$ cat src/rtl/tblwalk_pkg.sv
package tblwalk_pkg;
  localparam int ADDR_W  = 52;
  localparam int IDX_W   = 32;
  localparam int CNT_W   = 41;
  localparam int PTR_W   = 51;
  localparam int L2PP_W  = 17;
  localparam int REG_W   = 64;

  typedef enum logic [1:0] {
    RES_ADDR     = 2'd0,
    RES_UNMAPPED = 2'd1,
    RES_MEM_ERR  = 2'd2,
    RES_RANGE    = 2'd3
  } res_e;

  typedef struct packed {
    logic [ADDR_W-1:0] base;
    logic [4:0]        page_lg;
    logic [5:0]        esz;
    logic              two_level;
    logic [CNT_W-1:0]  count;
    logic [L2PP_W-1:0] l2_per_page;
  } tbl_desc_t;
endpackage

$ cat src/rtl/tbl_geom_decode.sv
module tbl_geom_decode
  import tblwalk_pkg::*;
(
  input  logic [REG_W-1:0] base_reg_i,
  input  logic             collection_i,
  input  logic [4:0]       devbits_i,
  input  logic             cil_i,
  input  logic [4:0]       cidbits_i,
  output tbl_desc_t        desc_o
);
  logic [8:0]        pages;
  logic [CNT_W-1:0]  span, flat_cnt, ind_cnt, raw_cnt, lim;
  logic [L2PP_W-1:0] l2pp;
  logic [5:0]        idbits;
  logic              unused_bits;

  assign unused_bits = ^{base_reg_i[61:53], base_reg_i[11:10]};

  always_comb begin
    desc_o = '0;
    case (base_reg_i[9:8])
      2'd0: begin
        desc_o.page_lg = 5'd12;
        desc_o.base    = {4'h0, base_reg_i[47:12], 12'h000};
      end
      2'd1: begin
        desc_o.page_lg = 5'd14;
        desc_o.base    = {4'h0, base_reg_i[47:12], 12'h000};
      end
      default: begin
        desc_o.page_lg = 5'd16;
        desc_o.base    = {base_reg_i[15:12], base_reg_i[47:16], 16'h0000};
      end
    endcase
    desc_o.esz       = {1'b0, base_reg_i[52:48]} + 6'd1;
    desc_o.two_level = base_reg_i[62];
    pages    = {1'b0, base_reg_i[7:0]} + 9'd1;
    span     = CNT_W'(pages) << desc_o.page_lg;
    flat_cnt = span / CNT_W'(desc_o.esz);
    l2pp     = (L2PP_W'(1) << desc_o.page_lg) / L2PP_W'(desc_o.esz);
    ind_cnt  = (span >> 3) * CNT_W'(l2pp);
    raw_cnt  = desc_o.two_level ? ind_cnt : flat_cnt;
    if (collection_i) idbits = cil_i ? {1'b0, cidbits_i} + 6'd1 : 6'd16;
    else              idbits = {1'b0, devbits_i} + 6'd1;
    lim      = CNT_W'(1) << idbits;
    desc_o.l2_per_page = l2pp;
    if (!base_reg_i[63])    desc_o.count = '0;
    else if (raw_cnt > lim) desc_o.count = lim;
    else                    desc_o.count = raw_cnt;
  end
endmodule

$ cat src/rtl/tbl_addr_calc.sv
module tbl_addr_calc
  import tblwalk_pkg::*;
(
  input  tbl_desc_t         desc_i,
  input  logic [IDX_W-1:0]  index_i,
  output logic [ADDR_W-1:0] flat_addr_o,
  output logic [ADDR_W-1:0] l1_addr_o,
  output logic [ADDR_W-1:0] l2_off_o,
  output logic              in_range_o
);
  logic [IDX_W-1:0] slot, sub;

  assign slot        = index_i >> (desc_i.page_lg - 5'd3);
  assign sub         = index_i % IDX_W'(desc_i.l2_per_page);
  assign flat_addr_o = desc_i.base + ADDR_W'(index_i) * ADDR_W'(desc_i.esz);
  assign l1_addr_o   = desc_i.base + (ADDR_W'(slot) << 3);
  assign l2_off_o    = ADDR_W'(sub) * ADDR_W'(desc_i.esz);
  assign in_range_o  = CNT_W'(index_i) < desc_i.count;
endmodule

$ cat src/rtl/tbl_entry_walker.sv
module tbl_entry_walker
  import tblwalk_pkg::*;
(
  input  logic              clk_i,
  input  logic              rst_ni,
  input  logic              enable_i,
  input  logic [63:0]       base_reg_i,
  input  logic              collection_i,
  input  logic [4:0]        devbits_i,
  input  logic              cil_i,
  input  logic [4:0]        cidbits_i,
  input  logic              lookup_i,
  input  logic [31:0]       index_i,
  output logic              mem_req_o,
  output logic [51:0]       mem_addr_o,
  input  logic              mem_rvalid_i,
  input  logic [63:0]       mem_rdata_i,
  input  logic              mem_rerr_i,
  output logic              done_o,
  output logic [1:0]        result_o,
  output logic [51:0]       entry_addr_o
);
  typedef enum logic {ST_IDLE, ST_WAIT} st_e;

  st_e               st_q;
  logic              en_q;
  tbl_desc_t         desc_d, desc_q;
  logic [ADDR_W-1:0] flat_addr, l1_addr, l2_off, off_q;
  logic              in_range;
  logic              unused_bits;

  assign unused_bits = ^mem_rdata_i[62:51];

  tbl_geom_decode u_dec (
    .base_reg_i   (base_reg_i),
    .collection_i (collection_i),
    .devbits_i    (devbits_i),
    .cil_i        (cil_i),
    .cidbits_i    (cidbits_i),
    .desc_o       (desc_d)
  );

  tbl_addr_calc u_calc (
    .desc_i      (desc_q),
    .index_i     (index_i),
    .flat_addr_o (flat_addr),
    .l1_addr_o   (l1_addr),
    .l2_off_o    (l2_off),
    .in_range_o  (in_range)
  );

  always_ff @(posedge clk_i or negedge rst_ni) begin
    if (!rst_ni) begin
      en_q   <= 1'b0;
      desc_q <= '0;
    end else begin
      en_q <= enable_i;
      if (enable_i && !en_q) desc_q <= desc_d;
    end
  end

  always_ff @(posedge clk_i or negedge rst_ni) begin
    if (!rst_ni) begin
      st_q         <= ST_IDLE;
      mem_req_o    <= 1'b0;
      mem_addr_o   <= '0;
      off_q        <= '0;
      done_o       <= 1'b0;
      result_o     <= RES_ADDR;
      entry_addr_o <= '0;
    end else begin
      done_o <= 1'b0;
      case (st_q)
        ST_IDLE: if (lookup_i) begin
          if (!en_q || !in_range) begin
            done_o       <= 1'b1;
            result_o     <= RES_RANGE;
            entry_addr_o <= '0;
          end else if (!desc_q.two_level) begin
            done_o       <= 1'b1;
            result_o     <= RES_ADDR;
            entry_addr_o <= flat_addr;
          end else begin
            mem_req_o  <= 1'b1;
            mem_addr_o <= l1_addr;
            off_q      <= l2_off;
            st_q       <= ST_WAIT;
          end
        end
        ST_WAIT: if (mem_rvalid_i) begin
          mem_req_o <= 1'b0;
          done_o    <= 1'b1;
          st_q      <= ST_IDLE;
          if (mem_rerr_i) begin
            result_o     <= RES_MEM_ERR;
            entry_addr_o <= '0;
          end else if (!mem_rdata_i[63]) begin
            result_o     <= RES_UNMAPPED;
            entry_addr_o <= '0;
          end else begin
            result_o     <= RES_ADDR;
            entry_addr_o <= ADDR_W'(mem_rdata_i[PTR_W-1:0]) + off_q;
          end
        end
        default: st_q <= ST_IDLE;
      endcase
    end
  end
endmodule

$ cat config.mk
export PLATFORM = sky130hd
export DESIGN_NAME = tbl_entry_walker
export DESIGN_NICKNAME = d
export VERILOG_FILES = /design/src/rtl/tblwalk_pkg.sv /design/src/rtl/tbl_geom_decode.sv /design/src/rtl/tbl_addr_calc.sv /design/src/rtl/tbl_entry_walker.sv
export SDC_FILE = /design/constraint.sdc
export NUM_CORES = 2
export LEC_CHECK = 0
export ABC_AREA = 0
export CORE_UTILIZATION = 25
export DETAILED_ROUTE_END_ITERATION = 7
export DONT_BUFFER_PORTS = 1
export PLACE_DENSITY = 0.38
export SLEW_MARGIN = 20
export SYNTH_ARGS = -nofsm -noshare
export SYNTH_HDL_FRONTEND = slang
export SYNTH_SLANG_ARGS = --single-unit
$ cat constraint.sdc
create_clock -name clk_i -period 137.4 [get_ports clk_i]
set_input_delay 6.87 -clock clk_i [delete_from_list [all_inputs] [get_ports clk_i]]
set_output_delay 6.87 -clock clk_i [all_outputs]
set_load 0.005 [all_outputs]
==> out/results.txt <==
status - completed
Startpoint Class - input pin
cell with the largest stage delay on the worst path - a21oi_1
maximum clock rate - 7.85 MHz
number of cell rows - 225
antenna violations before repair - 17
drt initial violations - 5005
number of clock buffers inserted by TritonCTS - 35
source of the critical timing path - index_i[31]
clk_skew - 0.0394 ns
average cell area after synthesis - 7.62 um2
synthesized flop and latch total - 253
number of buffers on the longest clock path - 3
clock sink count - 253
Setup Slack @ Placement - 4.57 ns
Worst path most repeated cell - o21a_1
worst setup path class - in2reg
Die X-Extent - 616 um
setup total negative slack - 0 ns
Remaining DRCs - 0
Worst-Margin Slew - 1.06 ns
total area of multi-input combinational cells - 83700 um2
total global-route track usage - 0.178
pin count of the biggest net entering global routing - 254
Tightest Hold Check Type - reg2reg
count of synthesis-stage warnings from yosys - 0
min setup slack post-route - 10.09 ns
setup violators final - 0
total count of hold-check failures in the final report - 0
H-tree depth reported by CTS - 2
count of buffers from port buffering - 0
Syn-to-layout area delta - 8.89%
final cycle utilization of the critical path - 0.927
flip-flop and latch area - 6340 um2
ys async rst share - 1.00
worst hold slack across all endpoints - 0.480 ns
detailed placement HPWL - 286000 um
share of the yosys chip area belonging to registers - 0.0672
Cells after Synth - 12400
iteration count of the initial detailed-routing pass - 6
average routed wire per standard cell - 19.7 um
die boundary height - 616 um
fin crit period - 127.31 ns
final net count - 14400
Root Driver - clkbuf_16
RR Startpoint - desc_q[16]
maximum net fanout on the critical path - 36
arrival time of data at the critical path endpoint - 127.78 ns
CTS tree - built
count of antenna-violating nets left after detailed routing - 0
WL final - 346000 um
first-pass GRT wire length - 537000 um
CP max stage delay - 0.58 ns
start point of the worst min-delay path - desc_q[28]
CP required - 137.87 ns
distinct cell type count of the synthesized netlist - 165
relative slew slack - 0.290
fill cell count - 41500
via count of the first global-routing pass - 86900
routed vias/inst - 5.00
Initial Utilization - 0.251
Primary FF master, synth - dfrtp_1
Core Footprint - 375000 um2
max-slew violations - 0
I/O pin cnt - 286
Synth Cell Area - 94200 um2
weighted congestion at the end of routability-driven global placement - 0.843
overflow left after global routing - 0
count of max-cap constraint violations - 0
layout cell share with drive strength beyond 1 - 0.0678
count of vias placed by the detailed router - 87500
Critical Path Sink Type - flop
number of enable flip-flop cells after synthesis - 0
Worst-Skew Late Latency - 0.63 ns
overall die area - 379000 um2
clock-pin transition on the worst setup and hold timing paths - 0.06 ns
sequential cells by signal, summed over array words and instances, names as in the netlist:
name	flops
done_o	1
off_q	38
mem_addr_o	49
entry_addr_o	52
mem_req_o	1
desc_q	108
result_o	2
st_q	1
en_q	1
area by class of cell:
type                    instances  area share
diodes                         17    0.000415
clock buffers                  48     0.00940
repair buffers                166      0.0123
flip-flops and latches        253      0.0618
inverters                     999      0.0366
clock inverters                15     0.00252
well taps                    4994      0.0609
multi-input cells           11000       0.816
Yosys cell counts, drive strengths merged, types with 24 or more instances:
cell	n	area share
a211o	29	0.0027
o31ai	213	0.018
nor3	702	0.038
nor4b	34	0.0041
or2	154	0.010
ha	1045	0.14
xnor2	498	0.046
mux2i	98	0.011
nand4	131	0.0091
a21o	185	0.015
nand3	227	0.012
a21boi	30	0.0025
or4b	31	0.0034
a2111oi	42	0.0052
clkbuf	339	0.014
buf	128	0.0082
o211ai	52	0.0043
nand3b	27	0.0022
o22ai	46	0.0031
nor3b	37	0.0032
and3	96	0.0064
a41oi	24	0.0022
dfrtp	253	0.067
inv	997	0.040
o2111ai	30	0.0030
fa	715	0.15
o21a	612	0.049
nor2b	127	0.0085
mux2	227	0.027
and4	42	0.0039
a31oi	88	0.0062
o21bai	129	0.010
a221oi	62	0.0059
nor4	100	0.0082
a311oi	24	0.0024
or3	108	0.0074
or4	40	0.0033
nand2	1452	0.058
a21oi	661	0.036
and2	164	0.011
a211oi	76	0.0066
o21ai	519	0.028
nand2b	132	0.0088
nor2	1058	0.043
xor2	234	0.022
cells in the final DEF, fill, tap and decap left out, types with 28 or more instances in the layout:
cell	count
o211ai_1	49
buf_4	165
nand3_1	223
xnor2_1	494
nand2_1	1448
and3_1	94
nor4_1	79
dfrtp_1	247
or2_2	134
a221oi_1	59
or4_1	37
xor2_1	233
o21ai_1	51
o22ai_1	45
o21bai_1	128
ha_1	1045
o21ai_0	461
nor2_1	1041
mux2i_1	95
or3_1	102
nor3_1	689
fa_1	715
o2111ai_1	28
inv_1	992
a31oi_1	84
nor3b_1	32
nand2b_1	132
a211oi_1	65
nor2b_1	124
conb_1	361
o31ai_1	206
clkbuf_16	35
o21a_1	611
and4_1	38
mux2_2	224
and2_1	154
a21o_1	183
nand4_1	127
a21oi_1	650
timing repair:
| item | in CTS | in global routing |
|---|---|---|
| setup endpoints to repair | 0 | 43 |
| hold buffers | 0 | 0 |
| buffers inserted | 0 | 5 |
| hold endpoints to repair | 0 | 0 |
| resized for setup | 0 | 28 |
routing by layer:
metal | vias to the layer above | wire (um) | GRT usage
met1 | 42200 | 172000 | 0.254
met2 | 1216 | 156000 | 0.298
met5 | - | 57 | 0
met4 | 8 | 6390 | 0.0306
li1 | 43900 | - | -
met3 | 176 | 10300 | 0.0118
worst max-delay path, delay by kind of cell:
family | cells | cell delay [ns]
compound gates | 440 | 85.84
xor+xnor | 1 | 0.13
fa+ha+maj | 36 | 11.49
buf+inv | 24 | 5.72
mux | 5 | 1.52
simple gates | 76 | 15.71
worst paths after layout:
check | endpoint | slack [ns] | cells after the start
min in group asynchronous | desc_q[66] | 5.95 | 0
max in group asynchronous | desc_q[15] | 131.09 | 0
min | desc_q[28] | 0.48 | 2
min reg2reg | desc_q[28] | 0.48 | 2
max reg2reg | off_q[37] | 14.22 | 586
max | off_q[37] | 10.09 | 582
metrics by stage:
step / instance area (um2) / std cells / util
3_5_place_dp: 101000 / 17400 / 0.270
3_3_place_gp: 101000 / 17400 / 0.270
6_report: 103000 / 17500 / 0.273
5_1_grt: 103000 / 17500 / 0.273
4_1_cts: 102000 / 17500 / 0.273
2_1_floorplan: 95600 / 12700 / -
cells by family after synthesis:
kind of cell             synth area share
XOR/XNOR                           0.0684
flip-flops                         0.0672
other                           0.0000797
buffers and inverters              0.0616
AO/OA/AOI/OAI                       0.226
AND/OR/NAND/NOR                     0.247
adder cells (fa/ha/maj)             0.291
multiplexers                       0.0381
Power is left out: the tool's default activity adds up to more than one toggle a clock period on the data nets, which glitch-free logic cannot reach.
